`config.mk`:
```
export PLATFORM = sky130hd
export DESIGN_NAME = pwm_timebase
export DESIGN_NICKNAME = d
export VERILOG_FILES = /design/src/rtl/pwm_timebase_pkg.sv /design/src/rtl/pwm_tb_prescaler.sv /design/src/rtl/pwm_tb_sync_edge.sv /design/src/rtl/pwm_tb_counter.sv /design/src/rtl/pwm_timebase.sv
export SDC_FILE = /design/constraint.sdc
export NUM_CORES = 1
export LEC_CHECK = 0
export ABC_CLOCK_PERIOD_IN_PS = 2500
export BUFFER_PORTS_ARGS = -buffer_cell sky130_fd_sc_hd__buf_2
export CAP_MARGIN = 20
export CORE_MARGIN = 3
export CORE_UTILIZATION = 50
export DETAILED_ROUTE_END_ITERATION = 7
export GPL_ROUTABILITY_DRIVEN = 1
export GPL_TIMING_DRIVEN = 0
export PLACE_DENSITY_LB_ADDON = 0.15
export SLEW_MARGIN = 30
export SYNTH_ARGS = -nofsm -noshare
export SYNTH_HDL_FRONTEND = slang
export SYNTH_SLANG_ARGS = --single-unit
```
`constraint.sdc`:
```
create_clock -name clk -period 2.5 [get_ports clk]
set_input_delay 0.125 -clock clk [delete_from_list [all_inputs] [get_ports clk]]
set_output_delay 0.125 -clock clk [all_outputs]
set_load 0.02 [all_outputs]
```
`src/rtl/pwm_timebase_pkg.sv`:
```
package pwm_timebase_pkg;
  localparam int CNT_W_DEF = 5;
  localparam int PS_W_DEF  = 2;
endpackage

```
`src/rtl/pwm_tb_prescaler.sv`:
```
module pwm_tb_prescaler #(
  parameter int PS_W = 2
) (
  input  logic            clk,
  input  logic            rst_n,
  input  logic            run,
  input  logic [PS_W-1:0] prescale,
  output logic            tick
);
  localparam int DIV_W = (2 ** PS_W) - 1;

  logic [DIV_W-1:0] div_q;
  logic [DIV_W-1:0] limit;

  // limit = 2^prescale - 1, built as a thermometer code
  always_comb begin
    limit = '0;
    for (int i = 0; i < DIV_W; i++) begin
      limit[i] = (i < int'(prescale));
    end
  end

  assign tick = run && (div_q >= limit);

  always_ff @(posedge clk or negedge rst_n) begin
    if (!rst_n) begin
      div_q <= '0;
    end else if (!run || tick) begin
      div_q <= '0;
    end else begin
      div_q <= div_q + 1'b1;
    end
  end
endmodule

```
`src/rtl/pwm_tb_sync_edge.sv`:
```
module pwm_tb_sync_edge (
  input  logic clk,
  input  logic rst_n,
  input  logic async_in,
  output logic rise
);
  logic meta_q, stable_q, prev_q;

  always_ff @(posedge clk or negedge rst_n) begin
    if (!rst_n) begin
      meta_q   <= 1'b0;
      stable_q <= 1'b0;
      prev_q   <= 1'b0;
    end else begin
      meta_q   <= async_in;
      stable_q <= meta_q;
      prev_q   <= stable_q;
    end
  end

  assign rise = stable_q && !prev_q;
endmodule

```
`src/rtl/pwm_tb_counter.sv`:
```
module pwm_tb_counter #(
  parameter int CNT_W = 5
) (
  input  logic             clk,
  input  logic             rst_n,
  input  logic             run,
  input  logic             slave,
  input  logic             tick,
  input  logic             sync_rise,
  input  logic [CNT_W-1:0] period,
  output logic [CNT_W-1:0] count,
  output logic             period_end,
  output logic             sync_out
);
  localparam logic [CNT_W-1:0] CNT_MAX = '1;
  localparam logic [CNT_W-1:0] CNT_ONE = CNT_W'(1);

  logic [CNT_W-1:0] cnt_q;
  logic [CNT_W-1:0] term;
  logic             armed_q;
  logic             sync_q;
  logic             master_end;

  assign term       = (period == '0) ? CNT_ONE : period;
  assign master_end = !slave && tick && (cnt_q >= term);
  assign period_end = run && (slave ? sync_rise : master_end);

  always_ff @(posedge clk or negedge rst_n) begin
    if (!rst_n) begin
      cnt_q   <= '0;
      armed_q <= 1'b0;
      sync_q  <= 1'b0;
    end else if (!run) begin
      cnt_q   <= '0;
      armed_q <= 1'b0;
      sync_q  <= 1'b0;
    end else if (slave) begin
      sync_q <= 1'b0;
      if (sync_rise) begin
        cnt_q   <= '0;
        armed_q <= 1'b1;
      end else if (tick && armed_q && (cnt_q != CNT_MAX)) begin
        cnt_q <= cnt_q + 1'b1;
      end
    end else begin
      armed_q <= 1'b0;
      if (tick) begin
        cnt_q  <= master_end ? '0 : cnt_q + 1'b1;
        sync_q <= master_end;
      end
    end
  end

  assign count    = cnt_q;
  assign sync_out = sync_q;
endmodule

```
`src/rtl/pwm_timebase.sv`:
```
module pwm_timebase
  import pwm_timebase_pkg::*;
#(
  parameter int CNT_W = CNT_W_DEF,
  parameter int PS_W  = PS_W_DEF
) (
  input  logic             clk,
  input  logic             rst_n,
  input  logic             en_a,
  input  logic             en_b,
  input  logic             slave_mode,
  input  logic [PS_W-1:0]  prescale,
  input  logic [CNT_W-1:0] period,
  input  logic             sync_in,
  output logic [CNT_W-1:0] count,
  output logic             tick,
  output logic             period_end,
  output logic             sync_out
);
  logic run;
  logic sync_rise;

  assign run = en_a || en_b;

  pwm_tb_prescaler #(.PS_W(PS_W)) u_div (
    .clk      (clk),
    .rst_n    (rst_n),
    .run      (run),
    .prescale (prescale),
    .tick     (tick)
  );

  pwm_tb_sync_edge u_sync (
    .clk      (clk),
    .rst_n    (rst_n),
    .async_in (sync_in),
    .rise     (sync_rise)
  );

  pwm_tb_counter #(.CNT_W(CNT_W)) u_cnt (
    .clk        (clk),
    .rst_n      (rst_n),
    .run        (run),
    .slave      (slave_mode),
    .tick       (tick),
    .sync_rise  (sync_rise),
    .period     (period),
    .count      (count),
    .period_end (period_end),
    .sync_out   (sync_out)
  );
endmodule

```
==> flow_summary_export.csv <==
group,metric,value,unit
routing,drt_pass1_iterations,4,
run_status,run_status,"complete, no violations",
global_route,grt_use_total,17.1,%
place,detailed_place_hpwl,1230,um
hold_path,min-delay-path-class,"primary input to register",
global_route,first_global_vias,634,
synthesis,yosysWarnings,0,
place,dp_cells,115,
sta,count_of_endpoints_failing_setup_in_the_final_report,0,
setup_path,family_of_cells_with_the_greatest_summed_delay_on_the_critical_path,"compound AO/OA/AOI/OAI gates",
die,floorplan.core_area,0.00156,mm2
sta,worst_slew_pin_slew,0.461,ns
finish,fin_util,65.1,%
sta,setup_repair_after_global_routing_missed_its_margin,"false",
setup_path,cp_data_required_time,2.38,ns
job,cap_violations,0,
finish,antenna_cells,0,
setup_path,timing.critical_path.fanout_max,6,
setup_path,worst_setup_ep_type,"primary output",
setup_path,cpPeakStageDelay,0.45,ns
synthesis,synth_sequential_area_ratio,38.3,%
routing,drc_errors,0,
pwr,power.switching_fraction,42.4,%
pwr,pwr_dens,968,mW/mm2
pwr,internal_power_summed_over_all_cells,566,uW
global_route,first_pass_grt_wire_length,2540,um
synthesis,syn_area,848,um2
die,floorplan.rows,14,
routing,drt_iter0_markers,3,
cts,tritoncts.num_buffers,3,
sta,relSlewSlack,69.3,%
finish,area.growth.synth_to_final,19.6,%
die,floorplan.die_area,0.00223,mm2
routing,routed_wire_length_per_instance,13.6,um
sta,clock.fmax,454,MHz
sta,final.setup_skew,0.00766,ns
die,floorplan.initialDensity,54.4,%
die,design.portCount,21,
pwr,p_leak,0.000527,uW
global_route,gr-total-overflow,0,
sta,finalCritPeriodShare,88.1,%
cts,tritoncts,"done",
cts,cts_htree_levels,1,
synthesis,synth.net_count,103,
finish,nNetsFinal,130,
synthesis,postSynthRegisterBits,13,
routing,routed-via-count,673,
place,port-buffer-count,20,
sta,finalHoldViolCount,0,
setup_path,cell_breakdown_of_the_critical_path,"inv_1, ha_1, nand2b_4, a2111oi_4, o21bai_2, nand2_1, a21oi_1, buf_2",
die,die_y,47.2,um
setup_path,worst_ep_arrival,2.08,ns
finish,drive_above_1_share,32.4,%
cts,cts-root-buf,"clkbuf_4",
pwr,power.ir.vdd_worst,0.617,mV
sta,period_needed,2.20,ns
setup_path,crit_buf_inv,2,
finish,final-instance-count-excl-fill,121,
place,gpl.final_weighted_congestion,0.783,
pwr,clock_power_share,13.2,%
synthesis,syn_area_per_cell,10.7,um2
die,die_x,47.2,um
setup_path,worstSetupPathType,"register to primary output",
routing,ant_nets,0,
cts,max-clock-path-buffers,2,
setup_path,worst_setup_path_start_kind,"register",
setup_path,timing.critical_path.slowest_stage_cell,"dfrtp_1",
sta,final-max-slew-violation-count,0,
synthesis,synthDistinctLibCells,29,
routing,route.detailed.vias_per_inst,5.56,
cts,clk_transition_reported_paths,0.08,ns
global_route,grt_antenna_before_repair,0,
pwr,power_switching,416,uW
routing,totalWireLength,1650,um
cts,numClockSinks,13,
cts,insertion_delay,0.28,ns
sta,summed_negative_setup_slack_over_all_endpoints,0,ns
global_route,pin_count_of_the_biggest_net_entering_global_routing,14,
pwr,power.sequential.fraction,34.6,%
synthesis,syn_inst,79,
pwr,fraction_of_power_consumed_by_combinational_cells,52.2,%
pwr,power,982,uW
setup_path,ff2ff_setup_slack,0.43,ns
## routing by layer
layer  part of all wire (%)  wire length (um)  vias up  track usage [%]
met4                    4.4                72        0             13.3
li1                       -                 -      337                -
met1                     46               749      310             18.2
met2                     46               751       19             29.0
met3                    4.3                71        7             3.83
met5                      0                 0        -                0
## cells by family after synthesis
family / after synthesis / share of synthesized area, %
buffers and inverters: 8 / 3.54
DFF: 13 / 38.3
and+or+nand+nor: 22 / 15.6
AOI/OAI and AO/OA: 23 / 24.0
xor gates and xnor gates: 1 / 1.03
muxes: 1 / 1.18
adders and majority gates: 11 / 16.2
## synthesized netlist by cell type
cell type  count  area share [%]
nor3b_1        1            0.89
ha_1          11              16
a21oi_1        4             2.4
a2111oi_4      1             3.2
nor2b_1        4             2.9
inv_1          8             3.5
a21o_1         1            0.89
nor2_1         1            0.44
nand3_1        1            0.59
a41o_1         1             1.2
mux2i_1        1             1.2
nand2b_1       2             1.5
o21ai_0        4             2.4
and3_1         1            0.74
and2b_2        1             1.0
xnor2_1        1             1.0
a2111oi_2      2             3.5
a22o_1         3             3.1
nor3_1         3             1.8
nand3b_1       1            0.89
a221o_1        1             1.2
a21oi_2        1             1.0
o21ai_2        2             2.1
or2_2          2             1.5
nand2b_4       1             1.6
o21bai_2       1             1.3
o21a_1         2             1.8
nand2_1        4             1.8
dfrtp_1       13              38
## placed cells by master (no fill, tap or decap)
master         instances
nor2_1                 1
a41o_1                 1
nand3b_1               1
a2111oi_2              2
or2_2                  2
nor2b_1                4
a21o_1                 1
xnor2_1                1
mux2i_1                1
buf_2                 20
o21a_1                 2
ha_1                  11
a21oi_1                4
clkbuf_1               1
nand2b_4               1
dlygate4sd3_1          2
nand2_1                4
o21bai_2               1
and3_1                 1
o21ai_0                4
a21oi_2                1
dfrtp_1               13
a22o_1                 3
nor3b_1                1
o21ai_2                2
nand3_1                1
nand2b_1               2
a2111oi_4              1
clkbuf_4               3
nor3_1                 3
inv_1                  8
a221o_1                1
and2b_2                1
## power groups by stage
stage | logic (uW) | registers (uW) | clock network [uW]
final | 513 | 340 | 129
after global routing | 572 | 350 | 149
after floorplan | 350 | 372 | 0
after detailed placement | 514 | 343 | 0
after CTS | 521 | 339 | 135
after global placement | 497 | 341 | 0
## worst paths after layout
path                           startpoint               to  cells after the start
setup reg to reg           u_cnt.count[0]   u_cnt.count[2]                      7
max in group asynchronous           rst_n  u_sync.stable_q                      2
hold reg to reg             u_sync.meta_q  u_sync.stable_q                      0
hold / removal                 slave_mode   u_cnt.sync_out                      2
min in group asynchronous           rst_n    u_cnt.armed_q                      2
setup / recovery           u_cnt.count[0]       period_end                      8
## sequential cells by signal (all words and copies together), names as in the netlist
name / count
u_sync.prev_q: 1
u_sync.stable_q: 1
u_div.div_q: 3
u_cnt.count: 5
u_cnt.sync_out: 1
u_cnt.armed_q: 1
u_sync.meta_q: 1
## through the flow
stage | cell area, um2 | worst slack [ns] | hold WS, ns
after floorplan | 848 | 0.502 | -0.171
after detailed placement | 968 | 0.433 | 0.0272
after CTS | 1010 | 0.272 | 0.0538
after global placement | 968 | 0.453 | 0.0225
final | 1010 | 0.298 | 0.0653
after global routing | 1010 | 0.169 | 0.0614
## what timing repair did
action                                  in CTS  in global routing
resized for setup                            0                  0
hold buffers                                 2                  0
endpoints found under the setup margin       0                  0
hold endpoints to repair                    14                  0
buffers inserted                             0                  0
## worst reg2reg max path: stages, from the launching register on
cell,delay [ns]
dfrtp_1,0.45
inv_1,0.08
ha_1,0.29
nand2b_4,0.15
a2111oi_4,0.35
o21bai_2,0.17
a21oi_1,0.33
a221o_1,0.20
## layout make-up
| type | count | area (um2) |
|---|---|---|
| Clock buffer | 4 | 26.3 |
| Tap cell | 16 | 20.0 |
| Inverter | 8 | 30.0 |
| Sequential cell | 13 | 325 |
| Fill cell | 135 | 544 |
| Timing Repair Buffer | 22 | 120 |
| Multi-Input combinational cell | 58 | 493 |
No activity file was read; power rests on OpenSTA's default activity.
